`config.mk`:
```
export PLATFORM = sky130hd
export DESIGN_NAME = i2c_data_fifo
export DESIGN_NICKNAME = d
export VERILOG_FILES = /design/src/rtl/i2c_fifo_pkg.sv /design/src/rtl/i2c_fifo_store.sv /design/src/rtl/i2c_fifo_watermark.sv /design/src/rtl/i2c_fifo_clr_ctl.sv /design/src/rtl/i2c_data_fifo.sv
export SDC_FILE = /design/constraint.sdc
export NUM_CORES = 1
export LEC_CHECK = 0
export CORE_AREA = 2 2 175 177
export DETAILED_ROUTE_END_ITERATION = 8
export DIE_AREA = 0 0 177 179
export PLACE_DENSITY = 0.7
export SLEW_MARGIN = 40
export SYNTH_ARGS = -nofsm -noshare
export SYNTH_HDL_FRONTEND = slang
export SYNTH_SLANG_ARGS = --single-unit
```
`constraint.sdc`:
```
create_clock -name clk -period 2.79 [get_ports clk]
set_input_delay 0.279 -clock clk [delete_from_list [all_inputs] [get_ports clk]]
set_output_delay 0.279 -clock clk [all_outputs]
set_load 0.02 [all_outputs]
```
`src/rtl/i2c_fifo_pkg.sv`:
```
package i2c_fifo_pkg;
   localparam int FIELD_W     = 6;
   localparam int THR_W       = 8;
   // configuration bit positions (read by software, so fixed)
   localparam int TX_THR_LSB  = 0;
   localparam int TX_CLR_BIT  = 6;
   localparam int TX_DMA_BIT  = 7;
   localparam int RX_THR_LSB  = 8;
   localparam int RX_CLR_BIT  = 14;
   localparam int RX_DMA_BIT  = 15;

   // effective threshold: programmed field plus one, never beyond the depth
   function automatic logic [THR_W-1:0] eff_thr(input logic [FIELD_W-1:0] m1,
                                                input logic [THR_W-1:0]   depth);
      logic [THR_W-1:0] t;
      t = {{(THR_W-FIELD_W){1'b0}}, m1} + THR_W'(1);
      return (t > depth) ? depth : t;
   endfunction
endpackage

```
`src/rtl/i2c_fifo_store.sv`:
```
module i2c_fifo_store #(
   parameter int DEPTH = 16,
   parameter int DW    = 8
) (
   input  logic              clk,
   input  logic              rst_n,
   input  logic              flush,
   input  logic              push,
   input  logic [DW-1:0]     push_data,
   input  logic              pop,
   output logic [DW-1:0]     pop_data,
   output logic [$clog2(DEPTH):0] level,
   output logic              full,
   output logic              empty
);
   localparam int AW = $clog2(DEPTH);
   localparam int LW = AW + 1;

   if ((1 << AW) != DEPTH) begin : g_depth_chk
      $error("i2c_fifo_store: DEPTH must be a power of two");
   end

   logic [DW-1:0] mem [DEPTH];
   logic [AW-1:0] wr_ptr, rd_ptr;
   logic          do_push, do_pop;

   assign full     = (level == LW'(DEPTH));
   assign empty    = (level == '0);
   assign do_push  = push && !full && !flush;
   assign do_pop   = pop && !empty && !flush;
   assign pop_data = mem[rd_ptr];

   always_ff @(posedge clk) begin
      if (do_push) mem[wr_ptr] <= push_data;
   end

   always_ff @(posedge clk or negedge rst_n) begin
      if (!rst_n) begin
         wr_ptr <= '0;
         rd_ptr <= '0;
         level  <= '0;
      end else if (flush) begin
         wr_ptr <= '0;
         rd_ptr <= '0;
         level  <= '0;
      end else begin
         if (do_push) wr_ptr <= wr_ptr + AW'(1);
         if (do_pop)  rd_ptr <= rd_ptr + AW'(1);
         case ({do_push, do_pop})
            2'b10:   level <= level + LW'(1);
            2'b01:   level <= level - LW'(1);
            default: level <= level;
         endcase
      end
   end

   p_level_bound_r3: assert property (@(posedge clk) disable iff (!rst_n)
      level <= LW'(DEPTH));
   p_full_ignored_r9: assert property (@(posedge clk) disable iff (!rst_n)
      (full && push && !pop && !flush) |=> (level == LW'(DEPTH)));
   p_flush_empties_r8: assert property (@(posedge clk) disable iff (!rst_n)
      flush |=> empty);
endmodule

```
`src/rtl/i2c_fifo_watermark.sv`:
```
module i2c_fifo_watermark
   import i2c_fifo_pkg::*;
#(
   parameter int DEPTH = 16,
   parameter int CNT_W = 16,
   parameter bit IS_RX = 1'b1
) (
   input  logic [FIELD_W-1:0]      thr_m1,
   input  logic [$clog2(DEPTH):0]  level,
   input  logic [CNT_W-1:0]        remain,
   output logic                    ready,
   output logic                    drain
);
   localparam logic [THR_W-1:0] DEPTH_T = THR_W'(DEPTH);

   logic [THR_W-1:0] thr;
   logic [THR_W-1:0] lvl;

   assign thr = eff_thr(thr_m1, DEPTH_T);
   assign lvl = THR_W'(level);

   if (IS_RX) begin : g_rx
      // bytes waiting to be read
      assign ready = (lvl >= thr);
      assign drain = (remain == '0) && (lvl != '0) && (lvl < thr);
   end else begin : g_tx
      logic [THR_W-1:0] space;
      assign space = DEPTH_T - lvl;
      assign ready = (space >= thr);
      assign drain = (remain != '0) && (remain < CNT_W'(thr)) &&
                     (remain > CNT_W'(lvl));
   end
endmodule

```
`src/rtl/i2c_fifo_clr_ctl.sv`:
```
module i2c_fifo_clr_ctl (
   input  logic clk,
   input  logic rst_n,
   input  logic set,
   output logic pending,
   output logic flush
);
   logic done;

   // set at the write edge, flush at the next, drop at the one after
   always_ff @(posedge clk or negedge rst_n) begin
      if (!rst_n) begin
         pending <= 1'b0;
         done    <= 1'b0;
      end else if (set) begin
         pending <= 1'b1;
         done    <= 1'b0;
      end else if (pending && !done) begin
         done    <= 1'b1;
      end else if (pending) begin
         pending <= 1'b0;
         done    <= 1'b0;
      end
   end

   assign flush = pending && !done;

   p_flush_once_r8: assert property (@(posedge clk) disable iff (!rst_n)
      (flush && !set) |=> !flush);
   p_self_clear_r8: assert property (@(posedge clk) disable iff (!rst_n)
      (pending && !flush && !set) |=> !pending);
endmodule

```
`src/rtl/i2c_data_fifo.sv`:
```
module i2c_data_fifo
   import i2c_fifo_pkg::*;
#(
   parameter int DEPTH_CODE = 1,
   parameter int CNT_W      = 16
) (
   input  logic             clk,
   input  logic             rst_n,
   input  logic             cfg_we,
   input  logic [15:0]      cfg_wdata,
   output logic [15:0]      cfg_rdata,
   output logic [15:0]      stat,
   input  logic             tx_we,
   input  logic [7:0]       tx_wdata,
   input  logic             rx_re,
   output logic [7:0]       rx_rdata,
   input  logic             eng_tx_pop,
   output logic [7:0]       eng_tx_byte,
   input  logic             eng_rx_push,
   input  logic [7:0]       eng_rx_byte,
   input  logic [CNT_W-1:0] xfer_remain,
   output logic             rx_ready,
   output logic             tx_ready,
   output logic             rx_drain,
   output logic             tx_drain,
   output logic             rx_overrun,
   output logic             tx_underflow,
   output logic             rx_dma_en,
   output logic             tx_dma_en
);
   localparam int DEPTH = 8 << DEPTH_CODE;
   localparam int LW    = $clog2(DEPTH) + 1;

   if (DEPTH_CODE < 0 || DEPTH_CODE > 2) begin : g_code_chk
      $error("i2c_data_fifo: DEPTH_CODE must be 0..2 so a level fits its field");
   end
   if (CNT_W < THR_W) begin : g_cnt_chk
      $error("i2c_data_fifo: CNT_W too narrow for threshold compare");
   end

   // configuration fields
   logic [FIELD_W-1:0] rx_thr_m1, tx_thr_m1;
   logic               rx_dma_q, tx_dma_q;
   logic [1:0]         clr_pend, clr_flush;   // index 0 transmit, 1 receive

   always_ff @(posedge clk or negedge rst_n) begin
      if (!rst_n) begin
         rx_thr_m1 <= '0;
         tx_thr_m1 <= '0;
         rx_dma_q  <= 1'b0;
         tx_dma_q  <= 1'b0;
      end else if (cfg_we) begin
         rx_thr_m1 <= cfg_wdata[RX_THR_LSB +: FIELD_W];
         tx_thr_m1 <= cfg_wdata[TX_THR_LSB +: FIELD_W];
         rx_dma_q  <= cfg_wdata[RX_DMA_BIT];
         tx_dma_q  <= cfg_wdata[TX_DMA_BIT];
      end
   end

   for (genvar g = 0; g < 2; g++) begin : g_clr
      localparam int POS = (g == 0) ? TX_CLR_BIT : RX_CLR_BIT;
      i2c_fifo_clr_ctl u_clr (
         .clk     (clk),
         .rst_n   (rst_n),
         .set     (cfg_we && cfg_wdata[POS]),
         .pending (clr_pend[g]),
         .flush   (clr_flush[g])
      );
   end

   assign cfg_rdata = {rx_dma_q, clr_pend[1], rx_thr_m1,
                       tx_dma_q, clr_pend[0], tx_thr_m1};
   assign rx_dma_en = rx_dma_q;
   assign tx_dma_en = tx_dma_q;

   // queues
   logic [LW-1:0] tx_lvl, rx_lvl;
   logic          tx_full, tx_empty, rx_full, rx_empty;

   i2c_fifo_store #(.DEPTH(DEPTH), .DW(8)) u_tx_q (
      .clk       (clk),
      .rst_n     (rst_n),
      .flush     (clr_flush[0]),
      .push      (tx_we),
      .push_data (tx_wdata),
      .pop       (eng_tx_pop),
      .pop_data  (eng_tx_byte),
      .level     (tx_lvl),
      .full      (tx_full),
      .empty     (tx_empty)
   );

   i2c_fifo_store #(.DEPTH(DEPTH), .DW(8)) u_rx_q (
      .clk       (clk),
      .rst_n     (rst_n),
      .flush     (clr_flush[1]),
      .push      (eng_rx_push),
      .push_data (eng_rx_byte),
      .pop       (rx_re),
      .pop_data  (rx_rdata),
      .level     (rx_lvl),
      .full      (rx_full),
      .empty     (rx_empty)
   );

   // threshold flags
   i2c_fifo_watermark #(.DEPTH(DEPTH), .CNT_W(CNT_W), .IS_RX(1'b1)) u_rx_wm (
      .thr_m1 (rx_thr_m1),
      .level  (rx_lvl),
      .remain (xfer_remain),
      .ready  (rx_ready),
      .drain  (rx_drain)
   );

   i2c_fifo_watermark #(.DEPTH(DEPTH), .CNT_W(CNT_W), .IS_RX(1'b0)) u_tx_wm (
      .thr_m1 (tx_thr_m1),
      .level  (tx_lvl),
      .remain (xfer_remain),
      .ready  (tx_ready),
      .drain  (tx_drain)
   );

   // error pulses, one cycle after the offending edge
   logic ovr_q, udf_q;
   always_ff @(posedge clk or negedge rst_n) begin
      if (!rst_n) begin
         ovr_q <= 1'b0;
         udf_q <= 1'b0;
      end else begin
         ovr_q <= eng_rx_push && rx_full;
         udf_q <= eng_tx_pop && tx_empty && (xfer_remain != '0);
      end
   end
   assign rx_overrun   = ovr_q;
   assign tx_underflow = udf_q;

   assign stat = {2'(DEPTH_CODE), FIELD_W'(rx_lvl), 2'b00, FIELD_W'(tx_lvl)};

   p_overrun_r10: assert property (@(posedge clk) disable iff (!rst_n)
      (eng_rx_push && rx_full) |=> rx_overrun);
   p_underflow_r11: assert property (@(posedge clk) disable iff (!rst_n)
      (eng_tx_pop && tx_empty && xfer_remain != '0) |=> tx_underflow);
   p_full_not_ready_r5: assert property (@(posedge clk) disable iff (!rst_n)
      tx_full |-> !tx_ready);
   p_drain_excl_r6: assert property (@(posedge clk) disable iff (!rst_n)
      rx_drain |-> (!rx_ready && !rx_empty));
endmodule

```
After elaboration in Yosys (flattened, before gate mapping)
Memories as Yosys holds them, arrays and structs flattened.
Index checks and enable logic that the tools add are counted.
{"block": "word_totals", "n_memories": 2, "ff_bits": 46, "mem_bits_rw": 256, "word_cells": 112, "in_bits": 55}
{"memory": "u_rx_q.mem", "depth": 16, "word_bits": 8, "rd": 1, "rd_ports_with_merged_regs": 0, "wr": 1, "line_no": "i2c_fifo_store.sv:23", "source": "logic [DW-1:0] mem [DEPTH];"}
{"memory": "u_tx_q.mem", "depth": 16, "word_bits": 8, "rd": 1, "rd_ports_with_merged_regs": 0, "wr": 1, "line_no": "i2c_fifo_store.sv:23"}
{"block": "op_classes", "n_reduce_logical": 40, "n_lt_le_gt_ge": 7, "eq_ne": 8, "muxes": 28, "add_sub_neg": 11}
{"cell": "4-bit two-way mux", "count": 8}
{"cell": "5-bit one-hot mux with 2 select lines", "count": 2}
{"cell": "1-bit logical AND", "count": 19}
{"cell": "4-bit by 1-bit adder with 4-bit output (second input constant)", "count": 4}
{"cell": "16-bit by 5-bit > comparator with 1-bit output", "count": 1}
{"cell": "8-bit by 5-bit > comparator with 1-bit output (second input constant)", "count": 2}
{"cell": "16-bit zero test", "count": 1}
{"cell": "16-bit by 8-bit < comparator with 1-bit output", "count": 1}
{"cell": "8-bit two-way mux", "count": 2}
{"cell": "16-bit nonzero test", "count": 1}
{"cell": "6-bit by 1-bit adder with 7-bit output (second input constant)", "count": 2}
{"cell": "1-bit two-way mux", "count": 14}
{"cell": "3-bit nonzero test", "count": 4}
{"cell": "5-bit by 1-bit adder with 5-bit output (second input constant)", "count": 2}
{"cell": "5-bit equality test (second input constant)", "count": 2}
{"cell": "5-bit zero test", "count": 2}
{"cell": "5-bit two-way mux", "count": 2}
{"cell": "5-bit by 1-bit subtractor with 5-bit output (second input constant)", "count": 2}
{"cell": "5-bit by 8-bit greater-or-equal comparator with 1-bit output", "count": 1}
{"cell": "8-bit greater-or-equal comparator", "count": 1}
{"cell": "1-bit zero test", "count": 8}
{"cell": "5-bit by 8-bit < comparator with 1-bit output", "count": 1}
{"cell": "2-bit nonzero test", "count": 4}
{"cell": "8-bit nonzero test", "count": 1}
{"cell": "4 further kinds", "count": 7}

Longest topological paths before layout
Gate-level depths: netlist of run 1.
{"block": "depth", "depth_word": 7, "ltp_mapped": 14}

Cells and area by module
From an unflattened synthesis of run 1, not the netlist that was laid out.
{"block": "hier_totals", "cells_unflattened": 903, "hier_area_um2": 13531.7}
{"mod": "i2c_fifo_store", "seq_area_each_um2": 4169.0, "cells_each": 356, "area_each_um2": 5850.6, "n_inst": 2}
{"mod": "i2c_data_fifo", "seq_area_each_um2": 400.4, "cells_each": 51, "area_each_um2": 745.7, "n_inst": 1}
{"mod": "i2c_fifo_watermark (u_tx_wm)", "seq_area_each_um2": 0.0, "cells_each": 86, "area_each_um2": 619.3, "n_inst": 1}
{"mod": "i2c_fifo_watermark (u_rx_wm)", "seq_area_each_um2": 0.0, "cells_each": 42, "area_each_um2": 300.3, "n_inst": 1}
{"mod": "i2c_fifo_clr_ctl", "seq_area_each_um2": 50.0, "cells_each": 6, "area_each_um2": 82.6, "n_inst": 2}

Worst setup path after synthesis of run 1
OpenSTA, ideal clock, no wires.
{"block": "synth_path", "path_type": "register -> output", "from": "register rx_thr_m1[0]", "to": "output port rx_drain", "n_path_buf": 0, "slack_ns": -0.651, "stages_incl_launch_ff": 11, "arrival_ns": 3.162, "required_time_ns": 2.511, "path_cell_list": "dfrtp_1 -> ha_1 -> or4b_2 -> a21oi_1 -> nand2_1 -> ha_1 -> nor2b_1 -> o21ai_0 -> nand2b_1 -> a221oi_1 -> nor3b_1"}
{"block": "synth_between", "elab_chain_cells": 5}
{"element": "start: declaration", "line_no": "i2c_data_fifo.sv:42", "source": "logic [FIELD_W-1:0] rx_thr_m1, tx_thr_m1;"}
{"element": "start signal: assignment", "line_no": "i2c_data_fifo.sv:53", "source": "rx_thr_m1 <= cfg_wdata[RX_THR_LSB +: FIELD_W];"}
{"element": "6-bit by 1-bit adder with 7-bit output *", "line_no": "i2c_fifo_pkg.sv:16", "source": "t = {{(THR_W-FIELD_W){1'b0}}, m1} + THR_W'(1);"}
{"element": "8-bit by 5-bit > comparator with 1-bit output", "line_no": "i2c_fifo_pkg.sv:17", "source": "return (t > depth) ? depth : t;"}
{"element": "8-bit two-way mux *", "line_no": "i2c_fifo_pkg.sv:17"}
{"element": "5-bit by 8-bit < comparator with 1-bit output *", "line_no": "i2c_fifo_watermark.sv:25", "source": "assign drain = (remain == '0) && (lvl != '0) && (lvl < thr);"}
{"element": "1-bit logical AND *", "line_no": "i2c_fifo_watermark.sv:25"}
{"element": "end: declaration", "line_no": "i2c_data_fifo.sv:24", "source": "output logic rx_drain,"}
Mark *: on every way between the ends. The rest lies on a longest branch, timed or not.

Worst setup path after layout of run 1
Ends and elaborated chain as after synthesis.

==> reports/metrics.csv, run 1 <==
metric,value,unit
final_common_cell,edfxtp_1,
grt_antenna_before_repair,0,
end_kind,output pin,
hold_viol,0,
crit_fanout,4,
syn-cell-area,13200,sq um
p_leak,6.15,nW
clockRootBuffer,clkbuf_16,
num_rows,64,
die_h,179,um
whs_path_depth,2,
cts_tree,done,
yosys_warnings,0,
grt_pass1_wl,42.7,mm
r2r-end,u_rx_q.level[4]$_DFFE_PN0P_,
setup_ws,-624,ps
synth-edff-count,256,
grt_usage,17.4,%
synth_compound_area_share,4.46,%
core_area,30000,sq um
synthSimpleGateAreaFrac,6.11,%
fmax,293,MHz
fin_crit_sh,122,%
cts_buffers,31,
maxSlewHeadroom,44.7,%
overflow,0,
cts_sinks,302,
vias,7753,
die_area,31700,sq um
fin_nets,1127,
routedWlPerCell,19.5,um
drt_iter0_drc,704,
finClkSkew,21.6,ps
critPathArrivalTime,3130,ps
grt_pass1_vias,7670,
first_pass_iters,4,
die_w,177,um
wl,28.2,mm
synth_flop_cell,edfxtp_1,
outcome,"finished, violations left",
initial_utilization,43.9,%
path_clk_slew,60,ps
synthXorXnorAreaFrac,1.86,%
violations,negative setup slack,
muxShareOfSynthArea,13.8,%
worstSetupStartpoint,rx_thr_m1[0]$_DFFE_PN0P_,
drc,0,
critPathKind,reg -> out,
r2r-start,u_rx_q.level[0]$_DFFE_PN0P_,
dp_slack,-533,ps
avgSynthCellArea,16.4,sq um
hp-class,in -> reg,
htree_levels,1,
p_total,15.4,mW
powerDensity,904,nW/um^2
insertion_delay,550,ps
maxCapViolCount,0,
via_per_inst,5.37,
critPathLaunchType,flop,
crit_required,2510,ps
rrSetupSlack,150,ps
synth_async_sr_flop_share,15.2,%
synth-seq-cells,302,
worstMarginPinSlew,827,ps
area_growth,29.4,%
slew_violations,0,
final_cell_mix,"edfxtp_1, buf_4, clkdlybuf4s50_1, mux4_2, nor2_1",
dp_hpwl,18.1,mm
cp-endpoint,rx_drain,
min_period,3410,ps
grt_max_degree,36,
layout-drive-gt1-share,32.5,%
yosys.cell_types.count,52,
io_buffer_count,104,
rsz0062_at_grt,yes,
synth_top_family_by_area,multiplexers,
synthAdderAreaFrac,4.58,%
ant_nets,0,
finish.utilization,56.8,%
antennaDiodeCount,0,
ios,111,
clock_path_buffers,3,
postSynthCellCount,805,
peakVddDrop,0.000559,V
r2r_cells,9,
seq_area_frac_synth,67.1,%
finalSetupViolCount,6,
gp_congestion,0.807,
## power by group
part	total [mW]	internal, mW	leakage, nW	switching, mW
clock	4.19	2.50	0.508	1.68
sequential	5.57	5.31	2.88	0.266
combinational	5.66	2.90	2.77	2.76
total	15.4	10.7	6.15	4.71
## metrics by stage
stage          instance area (sq um)  cells  TNS [ps]  hold WS (ps)
3_3_place_gp                   15200   1346     -1390           352
5_1_grt                        17100   1444     -2320           297
6_report                       17100   1444     -1620           302
3_5_place_dp                   15200   1346     -1420           366
4_1_cts                        16600   1419     -1790           282
2_1_floorplan                  13300    812     -55.8         -16.6
## cell usage after synthesis (9+ instances only)
| cell type | number | share of area (%) |
|---|---|---|
| nand2_1 | 42 | 1.2 |
| a221oi_1 | 9 | 0.60 |
| nor3_1 | 14 | 0.53 |
| xor2_1 | 12 | 0.80 |
| a21oi_1 | 28 | 1.1 |
| edfxtp_1 | 256 | 58 |
| buf_4 | 13 | 0.74 |
| dfrtp_1 | 46 | 8.7 |
| ha_1 | 45 | 4.3 |
| clkbuf_1 | 17 | 0.48 |
| nor2b_1 | 9 | 0.43 |
| a21o_1 | 9 | 0.51 |
| inv_1 | 14 | 0.40 |
| o21ai_0 | 24 | 0.91 |
| mux4_2 | 56 | 9.6 |
| mux2i_1 | 26 | 2.0 |
| xnor2_1 | 16 | 1.1 |
| and3_1 | 12 | 0.57 |
| nor2_1 | 53 | 1.5 |
| mux2_2 | 26 | 2.2 |
## metal layers
layer | track usage (%) | routed length, um | vias to the layer above
li1 | - | - | 3563
met1 | 24.4 | 12300 | 3909
met2 | 28.2 | 13700 | 241
met3 | 3.67 | 1860 | 40
met4 | 3.72 | 432 | 0
met5 | 0 | 0 | -
## kinds of logic after synthesis
kind of cell | Yosys count
DFF | 302
AOI/OAI and AO/OA | 93
adders and majority gates | 47
xor gates and xnor gates | 28
and+or+nand+nor | 167
buffers and inverters | 58
muxes | 108
other | 2
## final cells by class
class | instances | area [sq um]
Tap cell | 396 | 495
Inverter | 14 | 52.6
Multi-Input combinational cell | 452 | 4490
Timing Repair Buffer | 224 | 2120
Clock buffer | 34 | 787
Fill cell | 2257 | 13000
Sequential cell | 302 | 8850
Clock inverter | 22 | 258
## critical path: stages (launching register included)
cell and delay, ps:
dfrtp_2 440, ha_4 180, or4b_4 510, a21oi_4 160, nand2_2 80, ha_4 220
nor2b_4 120, o21ai_1 150, nand2b_1 100, a221oi_2 270, nor3b_4 230, buf_6 140
## how the worst min path moves through the flow
| stage | startpoint | end | slack (ps) |
|---|---|---|---|
| after global placement | rst_n | u_rx_q.level[3]$_DFFE_PN0P_ | 350 |
| after CTS | cfg_wdata[6] | g_clr[0].u_clr.done$_DFFE_PN0P_ | 280 |
| after global routing | cfg_wdata[3] | tx_thr_m1[3]$_DFFE_PN0P_ | 300 |
| after detailed placement | rst_n | u_rx_q.level[2]$_DFFE_PN0P_ | 370 |
| final | cfg_wdata[6] | g_clr[0].u_clr.done$_DFFE_PN0P_ | 300 |
| after floorplan | rst_n | g_clr[0].u_clr.done$_DFFE_PN0P_ | -20 |
## state kept, by name, summed over array words and instances (netlist names), 2 cells and up
| signal | cells |
|---|---|
| g_clr.u_clr.done | 2 |
| g_clr.u_clr.pending | 2 |
| rx_thr_m1 | 6 |
| tx_thr_m1 | 6 |
| u_rx_q.level | 5 |
| u_rx_q.mem | 128 |
| u_rx_q.rd_ptr | 4 |
| u_rx_q.wr_ptr | 4 |
| u_tx_q.level | 5 |
| u_tx_q.mem | 128 |
| u_tx_q.rd_ptr | 4 |
| u_tx_q.wr_ptr | 4 |
## repair_timing
action                                 CTS  global route
buffers inserted                        15            25
gates cloned                             1             0
hold buffers                             1             0
endpoints found under the hold margin   28             0
pin swaps                               13            20
gates resized for setup                 96            64
setup endpoints to repair               20            17
Power figures use the tool's default switching activity.
==> run 2, diff against run 1 <==
Settings changed: PLACE_DENSITY 0.7 to 0.68.
Clock period 2.79 ns to 3.75 ns, I/O delays scaled along.
==> run 2 against run 1 <==
The run now ends clean; critical path depth fell by 1; power fell by 32%; sequential power fell by 24%; final area fell by 7.1%; non-clock buffer count fell by 81; sequential share of layout area rose by 3.9 points; clock power fell by 30%; via count fell by 4.6%; worst setup slack improved by 850 ps; sequential cell count did not move; global-route usage rose by 0.11 points; routed wire length fell by 3.5%.
==> reports/metrics.csv, run 2 (synthesis gave the netlist of run 1 again) <==
metric,value,unit,change
outcome,finished clean,,"was finished, violations left"
cts_tree,done,,unchanged
drc,0,,unchanged
r2r-end,u_tx_q.level[4]$_DFFE_PN0P_,,was u_rx_q.level[4]$_DFFE_PN0P_
crit_path_top_delay_cell,dfrtp_2,,was or4b_4
wl,27.2,mm,was 28.2 mm
design_area,15800,sq um,was 17100 sq um
final_cell_mix,"edfxtp_1, clkdlybuf4s50_1, mux4_2, nor2_1, dfrtp_1",,"was edfxtp_1, buf_4, clkdlybuf4s50_1, mux4_2, nor2_1"
path_buf_inv,1,,unchanged
rsz0062_at_grt,no,,was yes
crit_family,simple AND/OR/NAND/NOR gates,,unchanged
fmax,284,MHz,
insertion_delay,550,ps,about the same
critPathLaunchType,flop,,unchanged
dp_hpwl,17.9,mm,was 18.1 mm
core_area,30000,sq um,unchanged
finalSetupViolCount,0,,was 6
final_cells,1361,,was 1444
grt_antenna_before_repair,0,,unchanged
via_per_inst,5.43,,was 5.37
crit_fanout,7,,was 4
finish.utilization,52.8,%,was 56.8%
clock_path_buffers,3,,unchanged
antennaDiodeCount,0,,unchanged
area_growth,20.2,%,was 29.4%
grt_usage,17.5,%,was 17.4%
r2r_cells,13,,was 9
slowest_delay,450,ps,was 510 ps
setup_tns,0,ps,was -1620 ps
worstMarginPinSlew,807,ps,was 827 ps
dpl_cell_area,14800,sq um,was 15200 sq um
cp.depth,10,,was 11
grt_pass1_wl,42.7,mm,about the same
critPathKind,reg -> out,,unchanged
die_h,179,um,unchanged
finClkSkew,7.90,ps,was 21.6 ps
critPathArrivalTime,3140,ps,was 3130 ps
grt_pass1_vias,7539,,was 7670
worstSetupStartpoint,tx_thr_m1[1]$_DFFE_PN0P_,,was rx_thr_m1[0]$_DFFE_PN0P_
initial_utilization,43.9,%,unchanged
ant_nets,0,,unchanged
die_w,177,um,unchanged
hold_viol,0,,unchanged
path_clk_slew,60,ps,about the same
dp_cells,1306,,was 1346
powerDensity,666,nW/um^2,was 904 nW/um^2
layout-drive-gt1-share,20.1,%,was 32.5%
clockRootBuffer,clkbuf_16,,unchanged
r2r-start,u_tx_q.level[0]$_DFFE_PN0P_,,was u_rx_q.level[0]$_DFFE_PN0P_
top_regs,"u_rx_q.mem x128, u_tx_q.mem x128",,unchanged
cts_sinks,302,,unchanged
crit_required,3380,ps,was 2510 ps
first_pass_iters,5,,was 4
htree_levels,1,,unchanged
routedWlPerCell,20.0,um,was 19.5 um
overflow,0,,unchanged
grt_max_degree,36,,unchanged
end_kind,output pin,,unchanged
num_rows,64,,unchanged
peakVddDrop,0.000384,V,was 0.000559 V
fin_nets,1045,,was 1127
slew_violations,0,,unchanged
ios,111,,unchanged
drt_iter0_drc,527,,was 704
maxCapViolCount,0,,unchanged
dp_slack,19.3,ps,was -533 ps
maxSlewHeadroom,46.0,%,was 44.7%
setup_ws,230,ps,was -624 ps
final_common_cell,edfxtp_1,,unchanged
cts_buffers,30,,was 31
min_period,3520,ps,
io_buffer_count,104,,unchanged
gp_congestion,0.793,,was 0.807
hp-class,in -> async,,was in -> reg
p_leak,5.58,nW,was 6.15 nW
vias,7397,,was 7753
rrSetupSlack,580,ps,was 150 ps
fin_crit_sh,93.9,%,
crit_chain,"ha_2, nand3_2, mux2_2, nor2_2, nand2_1, ha_1, a21oi_1, o221ai_1, nor3_1, dlygate4sd2_1",,"was ha_4, or4b_4, a21oi_4, nand2_2, ha_4, nor2b_4, o21ai_1, nand2b_1, a221oi_2, nor3b_4, buf_6"
die_area,31700,sq um,unchanged
## run 2: changes by cell type in the layout (fill, tap and decap cells not counted), moves of 7 or more
cell and delta:
a221oi_2 -7, o21ai_0 +9, a221oi_1 +7, clkdlybuf4s50_1 +16, buf_4 -59, buf_12 -13
o21ai_1 -7, buf_6 -12
## run 2: worst max path at each step
stage	to
CTS	rx_drain
global route	rx_drain
floorplan	rx_drain
finish	tx_drain
global placement	rx_drain
detailed placement	rx_drain
## run 2: where the power goes
part / internal (mW) / total, mW / switching [mW] / leakage [nW]
Sequential: 3.94 / 4.22 / 0.282 / 2.88
Clock: 1.71 / 2.95 / 1.25 / 0.477
Combinational: 1.64 / 3.37 / 1.74 / 2.21
Total: 7.29 / 10.6 / 3.26 / 5.58
## run 2: per-layer routing
| metal | up-vias | track usage, % | part of all wire, % |
|---|---|---|---|
| met5 | - | 0 | 0 |
| met4 | 0 | 3.55 | 1.4 |
| li1 | 3378 | - | - |
| met1 | 3779 | 25.3 | 46 |
| met3 | 34 | 3.63 | 5.6 |
| met2 | 206 | 27.7 | 47 |
## run 2: layout make-up
class,instances,area (sq um)
clock buffers,33,783
clock inverters,21,190
fillers,2445,14200
inverters,14,52.6
multi-input cells,452,4150
flip-flops and latches,302,8840
well taps,396,495
repair buffers,143,1320
## run 2: timing repair
| action | 4_1_cts | 5_1_grt |
|---|---|---|
| gates resized for setup | 15 | 10 |
| hold buffers | 1 | 0 |
| pin swaps | 1 | 4 |
| endpoints found under the hold margin | 22 | 0 |
| buffers inserted | 0 | 0 |
| setup endpoints to repair | 4 | 4 |
## run 2: worst reg2reg max path: cells and delay by family (launching register included)
family                     cells  cell delay, ps
AOI/OAI and AO/OA              2             400
xor gates and xnor gates       1             140
adders and majority gates      3             800
buffers and inverters          1             140
DFF                            1             530
muxes                          1             240
and+or+nand+nor                5             820
## run 2: per-stage QoR
stage	power, mW	hold slack, ps
after floorplan	6.49	79.4
after global placement	7.63	388
after detailed placement	7.68	398
after CTS	10.6	348
after global routing	11.1	374
final	10.6	351
==> run 3, diff against run 2 <==
Settings changed: ABC_AREA from default to 1, CORE_AREA 2 2 175 177 to 2 2 247 127, DIE_AREA 0 0 177 179 to 0 0 249 129.
==> run 3 against run 2 <==
Non-clock buffer count grew 1; combinational power grew 2%; register-to-register slack gained 140 ps; global-route usage grew 2.2 points; sequential share of layout area shrank 0.16 points; worst hold slack lost 64 ps; critical endpoint unchanged.
==> reports/metrics.csv, run 3 <==
metric,value,unit,change
via_per_inst,5.43,,about the same
final_cell_mix,"edfxtp_1, nand2_1, nor2_1, clkdlybuf4s50_1, o21ai_0",,"was edfxtp_1, clkdlybuf4s50_1, mux4_2, nor2_1, dfrtp_1"
hold_ws,287,ps,was 351 ps
yosys_warnings,0,,unchanged
worstMarginPinSlew,694,ps,was 807 ps
grt_pass1_wl,49.0,mm,was 42.7 mm
hold_viol,0,,unchanged
synth_top_area_share,57.6,%,was 58.3%
cellInternalPower,6.81,mW,was 7.29 mW
dpl_cell_area,14900,sq um,was 14800 sq um
p_switching,3.63,mW,was 3.26 mW
min_period,3570,ps,was 3520 ps
setup_tns,0,ps,unchanged
core_area,29900,sq um,was 30000 sq um
critPathArrivalTime,3200,ps,was 3140 ps
synth_async_sr_flop_share,15.2,%,unchanged
crit_required,3380,ps,about the same
first_pass_iters,5,,unchanged
insertion_delay,550,ps,about the same
peakVddDrop,0.000324,V,was 0.000384 V
drc,0,,unchanged
die_w,249,um,was 177 um
crit_chain,"ha_2, nand3_1, nand2_1, nand2_1, nor2_2, nand2_1, inv_1, nand2_1, ha_1, a21oi_1, nand2_1, a21oi_1, clkdlybuf4s50_1",,"was ha_2, nand3_2, mux2_2, nor2_2, nand2_1, ha_1, a21oi_1, o221ai_1, nor3_1, dlygate4sd2_1"
antennaDiodeCount,0,,unchanged
rsz0062_at_grt,no,,unchanged
synth_flop_cell,edfxtp_1,,unchanged
drt_iter0_drc,911,,was 527
htree_levels,1,,unchanged
die_area,32100,sq um,was 31700 sq um
outcome,finished clean,,unchanged
gp_congestion,0.833,,was 0.793
finClkSkew,12.6,ps,was 7.90 ps
cts_sinks,302,,unchanged
synth_most_common_cell,edfxtp_1,,unchanged
grt_max_degree,69,,was 36
dp_cells,1603,,was 1306
initial_utilization,44.6,%,was 43.9%
overflow,0,,unchanged
postSynthCellCount,1114,,was 805
vias,9004,,was 7397
crit_path_top_delay_cell,clkdlybuf4s50_1,,was dfrtp_2
p_leak,5.82,nW,was 5.58 nW
maxSlewHeadroom,53.7,%,was 46.0%
combPwrFrac,33.0,%,was 32.0%
critPathKind,reg -> out,,unchanged
ios,111,,unchanged
area_growth,19.1,%,was 20.2%
seq_area_frac_synth,66.3,%,was 67.1%
powerDensity,657,nW/um^2,was 666 nW/um^2
routedWlPerCell,19.2,um,was 20.0 um
finalSetupViolCount,0,,unchanged
fmax,280,MHz,was 284 MHz
wl,31.7,mm,was 27.2 mm
design_area,15900,sq um,was 15800 sq um
clockRootBuffer,clkbuf_16,,unchanged
dp_hpwl,21.5,mm,was 17.9 mm
die_h,129,um,was 179 um
syn-cell-area,13300,sq um,was 13200 sq um
crit_fanout,6,,was 7
grt_antenna_before_repair,1,,was 0
layout-drive-gt1-share,10.8,%,was 20.1%
synth-edff-count,256,,unchanged
slew_violations,0,,unchanged
grt_usage,19.7,%,was 17.5%
clock_path_buffers,3,,unchanged
netlist_top_cells_area,"edfxtp_1, dfrtp_1, ha_1",,"was edfxtp_1, mux4_2, dfrtp_1"
path_clk_slew,60,ps,about the same
grt_pass1_vias,8540,,was 7539
cts_tree,done,,unchanged
avgSynthCellArea,12.0,sq um,was 16.4 sq um
maxCapViolCount,0,,unchanged
end_kind,output pin,,unchanged
final_common_cell,edfxtp_1,,unchanged
io_buffer_count,104,,unchanged
clkPwrFrac,27.1,%,was 28.0%
cts_buffers,27,,was 30
top_regs,"u_rx_q.mem x128, u_tx_q.mem x128",,unchanged
finish.utilization,53.2,%,was 52.8%
num_rows,45,,was 64
fin_nets,1339,,was 1045
slowest_delay,610,ps,was 450 ps
ant_nets,0,,unchanged
netlist_top_cells_count,"edfxtp_1, nand2_1, nor2_1, o21ai_0, inv_1",,"was edfxtp_1, mux4_2, nor2_1, dfrtp_1, ha_1"
synth_top_cell_by_area,edfxtp_1,,unchanged
n_fill_cell,2496,,was 2445
fin_crit_sh,95.3,%,was 93.9%
hp-class,in -> reg,,was in -> async
critPathLaunchType,flop,,unchanged
final_cells,1657,,was 1361
yosys.cell_types.count,46,,was 52
p_seq_share,39.9,%,was 40.0%
synth-seq-cells,302,,unchanged
p_sw_share,34.8,%,was 30.9%
crit_top_cell,nand2_1,,
-- run 3: changes by cell type in the layout (fill, tap and decap cells not counted), sizes merged, moves of 10 or more --
| cell | change |
|---|---|
| a21oi | +15 |
| and3 | -11 |
| inv | +49 |
| mux2 | -18 |
| mux4 | -56 |
| nand2 | +114 |
| nand3 | +33 |
| nor2 | +87 |
| o21ai | +84 |
| o221ai | +24 |
| o22ai | +18 |
| xnor2 | -10 |
-- run 3: worst max-delay path: cells and delay by family, from the launching register on --
kind	cells	cell delay, ps
AND/OR/NAND/NOR	7	690
flip-flops	1	410
buffers and inverters	2	750
AO/OA/AOI/OAI	2	280
adder cells (fa/ha/maj)	2	530
-- run 3: cells by family (layout without fill, tap and decap cells) --
group | after synthesis | after routing | share of synthesized area (%)
AND/OR/NAND/NOR | 367 | 367 | 11.6
flip-flops | 302 | 302 | 66.3
AO/OA/AOI/OAI | 233 | 233 | 10.5
buffers and inverters | 121 | 258 | 3.91
adder cells (fa/ha/maj) | 47 | 47 | 4.52
multiplexers | 29 | 29 | 2.25
XOR/XNOR | 13 | 13 | 0.854
other | 2 | 9 | 0.0563
-- run 3: power by group through the flow --
| stage | combinational, mW | sequential (mW) | clock (mW) |
|---|---|---|---|
| final | 3.44 | 4.17 | 2.83 |
| after global placement | 3.39 | 4.22 | 0 |
| after CTS | 3.44 | 4.16 | 2.91 |
| after floorplan | 2.15 | 4.22 | 0 |
| after detailed placement | 3.43 | 4.23 | 0 |
| after global routing | 3.81 | 4.20 | 3.04 |
-- run 3: metrics by stage --
stage	worst slack [ps]	total power, mW
floorplan	783	6.37
global placement	336	7.61
detailed placement	111	7.66
CTS	0.155	10.5
global route	7.44	11.0
finish	176	10.4
-- run 3: path summary, 6_finish.rpt --
check | endpoint | slack, ps | cells after the start | startpoint
min in group asynchronous | rx_thr_m1[4]$_DFFE_PN0P_ | 400 | 2 | rst_n
setup reg to reg | u_tx_q.level[4]$_DFFE_PN0P_ | 720 | 16 | u_tx_q.level[0]$_DFFE_PN0P_
hold reg to reg | u_tx_q.wr_ptr[3]$_DFFE_PN0P_ | 540 | 1 | u_tx_q.wr_ptr[3]$_DFFE_PN0P_
hold / removal | rx_thr_m1[3]$_DFFE_PN0P_ | 290 | 3 | cfg_we
setup / recovery | tx_drain | 180 | 13 | tx_thr_m1[0]$_DFFE_PN0P_
max in group asynchronous | u_tx_q.rd_ptr[0]$_DFFE_PN0P_ | 2600 | 3 | rst_n
-- run 3: what timing repair did --
item / CTS / global route
endpoints found under the hold margin: 29 / 0
hold buffers: 1 / 0
endpoints found under the setup margin: 3 / 4
buffers inserted: 0 / 3
pin swaps: 1 / 3
gates resized for setup: 12 / 11
-- run 3: layout make-up --
type	instances	area (sq um)	area share, %
Timing Repair Buffer	144	1360	8.57
Inverter	64	244	1.54
Clock buffer	30	687	4.32
Sequential cell	302	8850	55.7
Multi-Input combinational cell	698	4050	25.5
Clock inverter	20	208	1.31
Tap cell	399	499	3.14
-- run 3: layer usage --
layer,vias to the layer above,track usage [%],part of all wire [%]
met5,-,0,0
met4,0,3.46,1.4
met3,39,4.67,8.2
met2,317,26.1,39
met1,4375,32.3,52
li1,4273,-,-
